File: config.mk
export PLATFORM = sky130hd
export DESIGN_NAME = fir4_mac
export DESIGN_NICKNAME = d
export VERILOG_FILES = /design/src/rtl/fir_pkg.sv /design/src/rtl/fir_ctrl.sv /design/src/rtl/fir_datapath.sv /design/src/rtl/fir4_mac.sv
export SDC_FILE = /design/constraint.sdc
export NUM_CORES = 1
export LEC_CHECK = 0
export BUFFER_PORTS_ARGS = -buffer_cell sky130_fd_sc_hd__buf_2
export CORE_UTILIZATION = 60
export DETAILED_ROUTE_END_ITERATION = 7
export PLACE_DENSITY = 0.9
export SLEW_MARGIN = 30
export SYNTH_ARGS = -nofsm -noshare
export SYNTH_HDL_FRONTEND = slang
export SYNTH_SLANG_ARGS = --single-unit
File: constraint.sdc
create_clock -name clk -period 22.7 [get_ports clk]
set_input_delay 4.54 -clock clk [delete_from_list [all_inputs] [get_ports clk]]
set_output_delay 4.54 -clock clk [all_outputs]
set_load 0.05 [all_outputs]
File: src/rtl/fir_pkg.sv
package fir_pkg;
  localparam int TAPS  = 4;
  localparam int IDX_W = $clog2(TAPS);

  typedef struct packed {
    logic             accClear;
    logic             tapStep;
    logic [IDX_W-1:0] tapIdx;
    logic             capture;
  } ctrl_t;
endpackage

File: src/rtl/fir_ctrl.sv
module fir_ctrl
  import fir_pkg::*;
(
  input  logic  clk,
  input  logic  rst,
  input  logic  start,
  output ctrl_t ctrl
);
  typedef enum logic [1:0] {S_IDLE, S_START, S_LOOP, S_FINISH} state_t;

  state_t           state;
  logic [IDX_W-1:0] tapIdx;

  always_ff @(posedge clk) begin
    if (rst) begin
      state  <= S_IDLE;
      tapIdx <= '0;
    end else begin
      case (state)
        S_IDLE:   if (start) state <= S_START;
        S_START: begin
          state  <= S_LOOP;
          tapIdx <= IDX_W'(TAPS - 1);
        end
        S_LOOP: begin
          if (tapIdx == '0) state <= S_FINISH;
          else              tapIdx <= tapIdx - 1'b1;
        end
        default:  state <= S_IDLE;
      endcase
    end
  end

  always_comb begin
    ctrl          = '0;
    ctrl.accClear = (state == S_START);
    ctrl.tapStep  = (state == S_LOOP);
    ctrl.tapIdx   = tapIdx;
    ctrl.capture  = (state == S_FINISH);
  end

  AST_TAP_DESCEND: assert property (@(posedge clk) disable iff (rst)
    (state == S_LOOP && tapIdx != '0) |=> (state == S_LOOP && tapIdx == $past(tapIdx) - 1'b1));
  AST_BUSY_NO_RESTART: assert property (@(posedge clk) disable iff (rst)
    (state != S_IDLE) |=> (state != S_START));
endmodule

File: src/rtl/fir_datapath.sv
module fir_datapath
  import fir_pkg::*;
#(
  parameter int DATA_W = 8,
  parameter int COEF_W = 8,
  localparam int PROD_W = DATA_W + COEF_W,
  localparam int ACC_W  = PROD_W + 2
) (
  input  logic                   clk,
  input  logic                   rst,
  input  ctrl_t                  ctrl,
  input  logic [DATA_W-1:0]      sampleIn,
  input  logic [TAPS*COEF_W-1:0] coefIn,
  output logic                   outValid,
  output logic [ACC_W-1:0]       result
);
  logic [TAPS-1:0][DATA_W-1:0] dly;
  logic [ACC_W-1:0]            acc;
  logic signed [DATA_W-1:0]    opSample;
  logic signed [COEF_W-1:0]    opCoef;
  logic signed [PROD_W-1:0]    prod;
  logic [IDX_W-1:0]            prevIdx;

  always_comb begin
    prevIdx  = ctrl.tapIdx - 1'b1;
    opSample = (ctrl.tapIdx == '0) ? $signed(sampleIn) : $signed(dly[prevIdx]);
    opCoef   = $signed(coefIn[ctrl.tapIdx*COEF_W +: COEF_W]);
    prod     = opSample * opCoef;
  end

  always_ff @(posedge clk) begin
    if (rst) begin
      acc <= '0;
    end else if (ctrl.accClear) begin
      acc <= '0;
    end else if (ctrl.tapStep) begin
      acc <= acc + {{(ACC_W-PROD_W){prod[PROD_W-1]}}, prod};
    end
  end

  genvar gi;
  generate
    for (gi = 0; gi < TAPS; gi++) begin : g_dly
      always_ff @(posedge clk) begin
        if (rst) begin
          dly[gi] <= '0;
        end else if (ctrl.tapStep && ctrl.tapIdx == IDX_W'(gi)) begin
          if (gi == 0) dly[gi] <= sampleIn;
          else         dly[gi] <= dly[(gi == 0) ? 0 : gi-1];
        end
      end
    end
  endgenerate

  always_ff @(posedge clk) begin
    if (rst) begin
      result   <= '0;
      outValid <= 1'b0;
    end else begin
      outValid <= ctrl.capture;
      if (ctrl.capture) result <= acc;
    end
  end

  AST_ACC_CLEARED: assert property (@(posedge clk) disable iff (rst)
    ctrl.accClear |=> (acc == '0));
  AST_DONE_PULSE: assert property (@(posedge clk) disable iff (rst)
    outValid |=> !outValid);
  AST_DLY_HOLD: assert property (@(posedge clk) disable iff (rst)
    !ctrl.tapStep |=> $stable(dly));
  AST_RESULT_HOLD: assert property (@(posedge clk) disable iff (rst)
    !ctrl.capture |=> $stable(result));
endmodule

File: src/rtl/fir4_mac.sv
module fir4_mac
  import fir_pkg::*;
#(
  parameter int DATA_W = 8,
  parameter int COEF_W = 8
) (
  input  logic                          clk,
  input  logic                          rst,
  input  logic                          start,
  input  logic [DATA_W-1:0]             sampleIn,
  input  logic [4*COEF_W-1:0]           coefIn,
  output logic                          done,
  output logic                          outValid,
  output logic [DATA_W+COEF_W+2-1:0]    result
);
  ctrl_t ctrl;
  logic  validInt;

  fir_ctrl ctrl_i (
    .clk   (clk),
    .rst   (rst),
    .start (start),
    .ctrl  (ctrl)
  );

  fir_datapath #(.DATA_W(DATA_W), .COEF_W(COEF_W)) dp_i (
    .clk      (clk),
    .rst      (rst),
    .ctrl     (ctrl),
    .sampleIn (sampleIn),
    .coefIn   (coefIn),
    .outValid (validInt),
    .result   (result)
  );

  assign done     = validInt;
  assign outValid = validInt;

  AST_DONE_MATCH: assert property (@(posedge clk) disable iff (rst)
    done == outValid);
endmodule

==> results.json, run 1 <==
{
  "grt.overflow.total": 0,
  "syn_area_per_cell_sq_um": 8.71,
  "hold_viol_final": 0,
  "synthTopCellsByArea": "dfxtp_1, fa_1, ha_1",
  "cp-end-kind": "flip-flop",
  "routed-via-count": 5299,
  "insertedDiodeCount": 0,
  "clock_path_buffers": 2,
  "netlist.top_cell.by_area": "dfxtp_1",
  "tightest_slew_ns": 0.960,
  "slew_viol_final": 0,
  "synth_flop_cell": "dfxtp_1",
  "worstPathArrival_ns": 11.14,
  "place_inst": 921,
  "slew_headroom_pct": 36.0,
  "cts_root_buf": "clkbuf_8",
  "max_clock_freq_mhz": 92.2,
  "area_delta_synth_final_pct": 8.52,
  "grt_first_pass_wirelength_mm": 23.7,
  "cp_top_family": "adder cells",
  "wl_mm": 14.1,
  "drt-initial-drc-count": 282,
  "syn_nets": 902,
  "finClkSkew_ns": 0.0123,
  "cts_resized": 0,
  "drive_above_1_share_pct": 14.0,
  "antenna_left": 0,
  "clkSlewWorstSetupHoldPaths_ns": 0.08,
  "synth_edf_count": 0,
  "most-common-layout-cells": "inv_1, dfxtp_1, nor2_1",
  "crit_type": "in -> reg",
  "core_sq_um": 10400,
  "grt_setup_unrepaired": "no",
  "vias_per_cell": 5.66,
  "cp.required_ns": 23.00,
  "crit_buf_inv": 5,
  "place_congestion": 0.919,
  "cp_max_fo": 8,
  "path_cells": "buf_2 > mux2_2 > o21ai_1 > nor2_1 > fa_1 > inv_1 > fa_1 > inv_1 > fa_1 > inv_1 > fa_1 > inv_1 > ha_1 > a21o_1 > o21bai_1 > xor2_1 > ha_1 > o21ai_0 > a21oi_1 > o41ai_1 > o21ai_0 > or3_1 > mux2i_1 > mux2i_1",
  "wire_per_inst_um": 15.0,
  "grt.total_usage_pct": 26.7,
  "yosys_warnings": 0,
  "num_rows": 37,
  "fin_crit_sh_pct": 47.8,
  "postCtsSetupRepairBufs": 0,
  "firstDrtPassIters": 5,
  "hp-class": "reg -> reg",
  "fin_cells": 937,
  "port_buffers": 62,
  "ys_types": 52,
  "synthCells": 749,
  "grt_max_degree": 62,
  "layout_commonest_cell": "inv_1",
  "cp-start-kind": "input pin",
  "final.setup.tns_ns": 0,
  "final_net_count": 949,
  "start_util_pct": 62.6,
  "async_flop_share_pct": 0,
  "ys_seq_elements": 73,
  "htree_levels": 3,
  "insertion_delay_ns": 0.37,
  "drc": 0,
  "grt_pass1_vias": 5299,
  "cts-buffers-inserted": 9,
  "status": "finished clean",
  "ys_seq_area_share_pct": 22.4,
  "synth_top_area_share_pct": 22.4,
  "antenna_found_initial": 0,
  "setup_viol": 0,
  "maxCapViolations": 0,
  "fp.dieH_um": 106,
  "io-pin-count": 63,
  "cpPeakStageDelay_ns": 0.71,
  "die_w_um": 106,
  "cts_tree": "built",
  "period_minus_slack_ns": 10.84,
  "hpwl_mm": 11.2,
  "synth_area_sq_um": 6520,
  "cts_sinks": 73,
  "slowest_stage": "fa_1",
  "fill_cells": 846,
  "cts_hold_buf": 0,
  "dieArea_sq_um": 11300
}
[metal layers]
layer / global-route usage (%) / wire [um] / vias to the layer above
met3: 4.35 / 679 / 33
met4: 10.8 / 323 / 0
met5: 0 / 0 / -
met2: 48.6 / 7340 / 141
met1: 31.0 / 5730 / 2542
li1: - / - / 2583
[kinds of logic after synthesis]
kind of cell	share of synthesized area [%]
fa+ha+maj	27.5
xor+xnor	3.63
buf+inv	7.73
flops	22.4
compound gates	10.7
mux	11.1
simple gates	16.8
[worst paths after layout]
path	start	to	slack (ns)	depth (start not counted)
max	coefIn[27]	dp_i.acc[17]$_SDFFE_PP0P_	11.86	24
min	dp_i.dly[24]$_SDFFE_PP0P_	dp_i.dly[24]$_SDFFE_PP0P_	0.46	2
max reg2reg	ctrl_i.tapIdx[1]$_SDFFE_PP0P_	dp_i.acc[17]$_SDFFE_PP0P_	14.31	26
min reg2reg	dp_i.dly[24]$_SDFFE_PP0P_	dp_i.dly[24]$_SDFFE_PP0P_	0.46	2
[cells in the mapped netlist (5+ instances only)]
cell type	n
a21o_1	6
a21oi_1	55
and2_1	5
buf_1	8
clkbuf_1	14
dfxtp_1	73
fa_1	56
ha_1	54
inv_1	101
mux2_2	6
mux2i_1	40
mux4_2	11
nand2_1	66
nand2b_1	9
nand3_1	36
nor2_1	72
nor2b_1	15
nor3_1	8
o21ai_0	14
o21ai_1	5
or2_2	9
or3_1	6
xnor2_1	22
xor2_1	5
[stage by stage]
step	hold slack, ns	instance area [sq um]	setup WS, ns	utilization, %
global placement	0.441	6900	11.85	66.3
floorplan	0.433	6520	12.45	-
global route	0.482	7080	11.46	68.0
CTS	0.459	7080	11.92	67.9
finish	0.457	7080	11.86	68.0
detailed placement	0.447	6910	11.60	66.3
[worst register-to-register path, cell delays in order, from the launching register on]
cell	delay [ns]
dfxtp_1	0.52
inv_1	0.34
ha_1	0.63
mux4_2	0.54
mux2i_1	0.48
nand2b_1	0.25
inv_1	0.10
fa_1	0.65
inv_1	0.14
fa_1	0.54
inv_1	0.05
fa_1	0.55
inv_1	0.07
fa_1	0.54
inv_1	0.04
ha_1	0.34
a21o_1	0.20
o21bai_1	0.19
xor2_1	0.16
ha_1	0.38
o21ai_0	0.12
a21oi_1	0.09
o41ai_1	0.46
o21ai_0	0.21
or3_1	0.33
mux2i_1	0.17
mux2i_1	0.20
[final cells by class]
cell class	count	area (sq um)	share of cell area [%]
clock inverter	6	42.5	0.601
clock buffer	10	128	1.80
sequential	73	1460	20.6
timing repair buffer	65	335	4.74
tap	136	170	2.40
multi-input combinational	546	4560	64.5
inverter	101	379	5.36
[flip-flops by register name, indices dropped and copies added, names as in the netlist]
register,count
ctrl_i.state,2
ctrl_i.tapIdx,2
dp_i.result,18
dp_i.acc,18
dp_i.outValid,1
dp_i.dly,32
Power of run 1 is left out: the tool's default activity adds up to more than one toggle a clock period on the data nets, which glitch-free logic cannot reach.
==> run 2, diff against run 1 <==
==> constraint.sdc (replaced) <==
create_clock -name clk -period 10.52 [get_ports clk]
set_input_delay 2.104 -clock clk [delete_from_list [all_inputs] [get_ports clk]]
set_output_delay 2.104 -clock clk [all_outputs]
set_load 0.05 [all_outputs]
==> run 2 against run 1 <==
Final cell count did not move; worst setup slack got worse by 9.6 ns; non-clock buffer count did not move; routed wire length fell by 1.9%; clock-buffer cell count rose by 1; clock skew fell by 0.0022 ns; critical endpoint unchanged.
==> results.json, run 2 (same netlist as run 1, synthesis figures left out) <==
{
  "worstPathArrival_ns": 8.54,
  "core_sq_um": 10400,
  "die_w_um": 106,
  "cts_hold_buf": 0,
  "clkSlewWorstSetupHoldPaths_ns": 0.08,
  "hpwl_mm": 11.1,
  "period_minus_slack_ns": 8.25,
  "wl_mm": 13.8,
  "final.setup.tns_ns": 0,
  "fp.dieH_um": 106,
  "insertedDiodeCount": 0,
  "grt_first_pass_wirelength_mm": 23.4,
  "cts_root_buf": "clkbuf_8",
  "largest_register": "dp_i.dly",
  "num_rows": 37,
  "wire_per_inst_um": 14.7,
  "drive_above_1_share_pct": 14.1,
  "cts_tree": "built",
  "grt_max_degree": 62,
  "antenna_found_initial": 0,
  "hold_viol_final": 0,
  "routed-via-count": 5276,
  "grt_setup_unrepaired": "no",
  "status": "finished clean",
  "vias_per_cell": 5.63,
  "slowest_stage": "fa_1",
  "ff2ff_setup_slack_ns": 2.33,
  "cts_sinks": 73,
  "cts_resized": 0,
  "final_net_count": 949,
  "firstDrtPassIters": 5,
  "cp.required_ns": 10.80,
  "max_clock_freq_mhz": 121,
  "largest_reg_flops": 32,
  "clock_path_buffers": 2,
  "cp_max_fo": 8,
  "reg.largest.list": "dp_i.dly: 32 flops, dp_i.acc: 18 flops, dp_i.result: 18 flops",
  "regArea_sq_um": 1460,
  "most-common-layout-cells": "inv_1, dfxtp_1, nor2_1",
  "maxCapViolations": 0,
  "tightest_slew_ns": 0.909,
  "fin_crit_sh_pct": 78.5,
  "antenna_left": 0,
  "multi_input_area_sq_um": 4560,
  "dpl-instance-area_sq_um": 6910,
  "grt_pass1_vias": 5202,
  "hp-class": "reg -> reg",
  "cpPeakStageDelay_ns": 0.70,
  "stdcell_area_sq_um": 7080,
  "slew_headroom_pct": 37.7,
  "htree_levels": 3,
  "drc": 0,
  "finClkSkew_ns": 0.0102,
  "start_util_pct": 62.6,
  "insertion_delay_ns": 0.36,
  "cp-end-kind": "flip-flop",
  "crit_type": "in -> reg",
  "cp_top_family": "adder cells",
  "dieArea_sq_um": 11300,
  "grt.total_usage_pct": 26.1,
  "postCtsSetupRepairBufs": 0,
  "cts-buffers-inserted": 9,
  "io-pin-count": 63,
  "grt.overflow.total": 0,
  "area_delta_synth_final_pct": 8.59,
  "layout_commonest_cell": "inv_1",
  "drt-initial-drc-count": 274,
  "slew_viol_final": 0,
  "crit_buf_inv": 5,
  "setup_viol": 0,
  "fin_cells": 937,
  "fill_cells": 825,
  "cp-start-kind": "input pin",
  "port_buffers": 62,
  "place_inst": 921,
  "place_congestion": 0.919
}
## run 2: cell count changes in the layout (fill, tap and decap cells not counted)
cell and delta:
clkbuf_8 +1, clkinv_2 +1, clkinvlp_4 -1, ha_1 -1
ha_2 +1, inv_6 -1
## run 2: stage by stage
stage,setup slack [ns],utilization (%),hold WS [ns]
after floorplan,2.70,-,0.433
after global placement,2.11,66.3,0.441
after detailed placement,1.89,66.3,0.448
after CTS,2.20,68.0,0.459
after global routing,1.72,68.0,0.486
final,2.27,68.0,0.459
## run 2: layout make-up
cell class / instances / area share [%]
multi-input combinational: 546 / 64.4
sequential: 73 / 20.6
inverter: 101 / 5.35
timing repair buffer: 65 / 4.73
tap: 136 / 2.40
clock buffer: 11 / 2.00
clock inverter: 5 / 0.442
## run 2: metal layers
| layer | vias to the layer above | wire length [um] | GRT usage [%] |
|---|---|---|---|
| met3 | 21 | 685 | 5.15 |
| met4 | 0 | 167 | 6.35 |
| met2 | 148 | 7240 | 47.3 |
| li1 | 2587 | - | - |
| met1 | 2520 | 5710 | 31.5 |
| met5 | - | 0 | 0 |
## run 2: worst register-to-register path, cell delays in order (launching register included)
cell,delay (ns)
dfxtp_1,0.53
inv_1,0.33
ha_2,0.58
mux4_2,0.53
mux2i_1,0.46
nand2b_1,0.25
inv_1,0.10
fa_1,0.64
inv_1,0.14
fa_1,0.55
inv_1,0.06
fa_1,0.52
inv_1,0.05
fa_1,0.53
inv_1,0.04
ha_1,0.34
a21o_1,0.20
a21oi_1,0.20
o21ai_0,0.12
a21oi_1,0.15
xnor2_1,0.14
ha_1,0.39
nand2_1,0.09
or4_1,0.41
nor3b_2,0.23
o21ai_0,0.11
mux2i_1,0.20
mux2i_1,0.21
## run 2: final timing paths
check,from,end,cells past startpoint
worst min-delay path,dp_i.dly[30]$_SDFFE_PP0P_,dp_i.dly[30]$_SDFFE_PP0P_,2
worst max register to register,ctrl_i.tapIdx[1]$_SDFFE_PP0P_,dp_i.acc[17]$_SDFFE_PP0P_,27
worst max-delay path,coefIn[19],dp_i.acc[17]$_SDFFE_PP0P_,25
worst min register to register,dp_i.dly[30]$_SDFFE_PP0P_,dp_i.dly[30]$_SDFFE_PP0P_,2
Power of run 2 is left out for the same reason.
==> run 3, diff against run 2 <==
--- a/config.mk
+++ b/config.mk
@@ -6,9 +6,9 @@
 export NUM_CORES = 1
 export LEC_CHECK = 0
 export BUFFER_PORTS_ARGS = -buffer_cell sky130_fd_sc_hd__buf_2
-export CORE_UTILIZATION = 60
+export CORE_UTILIZATION = 55
 export DETAILED_ROUTE_END_ITERATION = 7
-export PLACE_DENSITY = 0.9
+export PLACE_DENSITY = 0.87
 export SLEW_MARGIN = 30
 export SYNTH_ARGS = -nofsm -noshare
 export SYNTH_HDL_FRONTEND = slang
==> constraint.sdc (replaced) <==
create_clock -name clk -period 6.8 [get_ports clk]
set_input_delay 1.36 -clock clk [delete_from_list [all_inputs] [get_ports clk]]
set_output_delay 1.36 -clock clk [all_outputs]
set_load 0.05 [all_outputs]
==> run 3 against run 2 <==
The run now ends with negative setup slack left; non-clock buffer count is 106 higher; hold slack worse by 0.0015 ns; worst setup slack worse by 2.6 ns.
==> results.json, run 3 (same netlist as run 1, synthesis figures left out) <==
{
  "clock_path_buffers": 2,
  "firstDrtPassIters": 5,
  "hp-class": "reg -> reg",
  "slew_viol_final": 0,
  "grt.total_usage_pct": 28.3,
  "worstReg2RegEnd": "dp_i.acc[17]$_SDFFE_PP0P_",
  "start_util_pct": 56.9,
  "hold_path_depth": 2,
  "cp-end-kind": "flip-flop",
  "setup_ws_ns": -0.364,
  "reg.largest.list": "dp_i.dly: 32 flops, dp_i.acc: 18 flops, dp_i.result: 18 flops",
  "largest_reg_flops": 32,
  "hold_viol_final": 0,
  "cts-buffers-inserted": 9,
  "wl_mm": 19.3,
  "ff2ff_setup_slack_ns": -0.34,
  "cp.required_ns": 7.07,
  "drt-initial-drc-count": 491,
  "tightest_slew_ns": 0.654,
  "fp.dieH_um": 111,
  "fill_cells": 714,
  "max_clock_freq_mhz": 140,
  "area_delta_synth_final_pct": 28.7,
  "grt_pass1_vias": 6330,
  "place_congestion": 0.894,
  "drive_above_1_share_pct": 31.1,
  "cp_top_family": "adder cells",
  "cp-start-kind": "input pin",
  "port_buffers": 62,
  "setup_viol": 2,
  "failed_checks": "negative setup slack",
  "layout_commonest_cell": "buf_4",
  "routed-via-count": 6183,
  "crit_type": "in -> reg",
  "slew_headroom_pct": 56.4,
  "die_w_um": 111,
  "grt.overflow.total": 0,
  "maxCapViolations": 0,
  "htree_levels": 3,
  "insertion_delay_ns": 0.34,
  "status": "complete, but fails checks",
  "cts_root_buf": "clkbuf_16",
  "final.setup.tns_ns": -0.588,
  "antenna_found_initial": 0,
  "hpwl_mm": 11.8,
  "grt_max_degree": 61,
  "num_rows": 39,
  "reg2reg_from": "ctrl_i.tapIdx[0]$_SDFFE_PP0P_",
  "io-pin-count": 63,
  "core_sq_um": 11500,
  "insertedDiodeCount": 0,
  "most-common-layout-cells": "buf_4, inv_1, nor2_1, dfxtp_1, nand2_1",
  "period_minus_slack_ns": 7.16,
  "grt_first_pass_wirelength_mm": 28.2,
  "dieArea_sq_um": 12300,
  "cp_num_cells": 25,
  "clkSlewWorstSetupHoldPaths_ns": 0.06,
  "cts_sinks": 73,
  "final_net_count": 1056,
  "cts_tree": "built",
  "crit_buf_inv": 7,
  "cp_max_fo": 5,
  "finClkSkew_ns": 0.00892,
  "fin_crit_sh_pct": 105,
  "vias_per_cell": 5.88,
  "slowest_stage": "or4_4",
  "largest_register": "dp_i.dly",
  "cp-endpoint": "dp_i.acc[17]$_SDFFE_PP0P_",
  "worstPathArrival_ns": 7.43,
  "drc": 0,
  "cp-startpoint": "coefIn[29]",
  "antenna_left": 0,
  "rr_worst_depth": 27,
  "grt_setup_unrepaired": "yes",
  "cpPeakStageDelay_ns": 0.60,
  "path_common_cell": "fa_1",
  "wire_per_inst_um": 18.3
}
run 3: worst min path at each step:
| stage | startpoint | end |
|---|---|---|
| detailed placement | dp_i.dly[31]$_SDFFE_PP0P_ | dp_i.dly[31]$_SDFFE_PP0P_ |
| finish | dp_i.dly[31]$_SDFFE_PP0P_ | dp_i.dly[31]$_SDFFE_PP0P_ |
| floorplan | dp_i.dly[24]$_SDFFE_PP0P_ | dp_i.dly[24]$_SDFFE_PP0P_ |
| global route | dp_i.dly[14]$_SDFFE_PP0P_ | dp_i.dly[14]$_SDFFE_PP0P_ |
| global placement | dp_i.dly[26]$_SDFFE_PP0P_ | dp_i.dly[26]$_SDFFE_PP0P_ |
| CTS | dp_i.dly[31]$_SDFFE_PP0P_ | dp_i.dly[31]$_SDFFE_PP0P_ |
run 3: what timing repair did:
action,CTS,global route
setup endpoints to repair,2,5
hold buffers,0,0
resized for setup,27,36
setup buffers,13,12
hold endpoints to repair,0,0
pin swaps,34,37
gates cloned,1,0
run 3: metrics by stage:
step                util (%)  hold slack [ns]  instance area, sq um  setup slack, ns  instances
floorplan                  -            0.433                  6670          -0.0442        749
global placement        66.6            0.440                  7640           -0.287       1009
detailed placement      66.6            0.452                  7640           -0.467       1009
CTS                     71.0            0.461                  8140          0.00662       1039
global route            73.2            0.487                  8390           -0.542       1051
finish                  73.2            0.458                  8390           -0.364       1051
run 3: tightest hold or removal path, cell delays in order (launching register included):
cell,delay [ns]
dfxtp_1,0.31
nand2_1,0.05
a21oi_1,0.06
run 3: layer usage:
layer / vias up / global-route usage [%] / wire length, um
met3: 113 / 4.87 / 1280
met5: - / 0 / 0
met4: 0 / 11.9 / 1130
met2: 318 / 51.8 / 9740
met1: 2940 / 32.3 / 7100
li1: 2812 / - / -
run 3: cell type report:
| type | count | area (sq um) | area share [%] |
|---|---|---|---|
| clock inverter | 7 | 53.8 | 0.641 |
| inverter | 101 | 384 | 4.58 |
| timing repair buffer | 171 | 1150 | 13.7 |
| clock buffer | 9 | 225 | 2.68 |
| tap | 143 | 179 | 2.13 |
| sequential | 73 | 1460 | 17.4 |
| multi-input combinational | 547 | 4930 | 58.8 |
Power of run 3 is left out for the same reason.
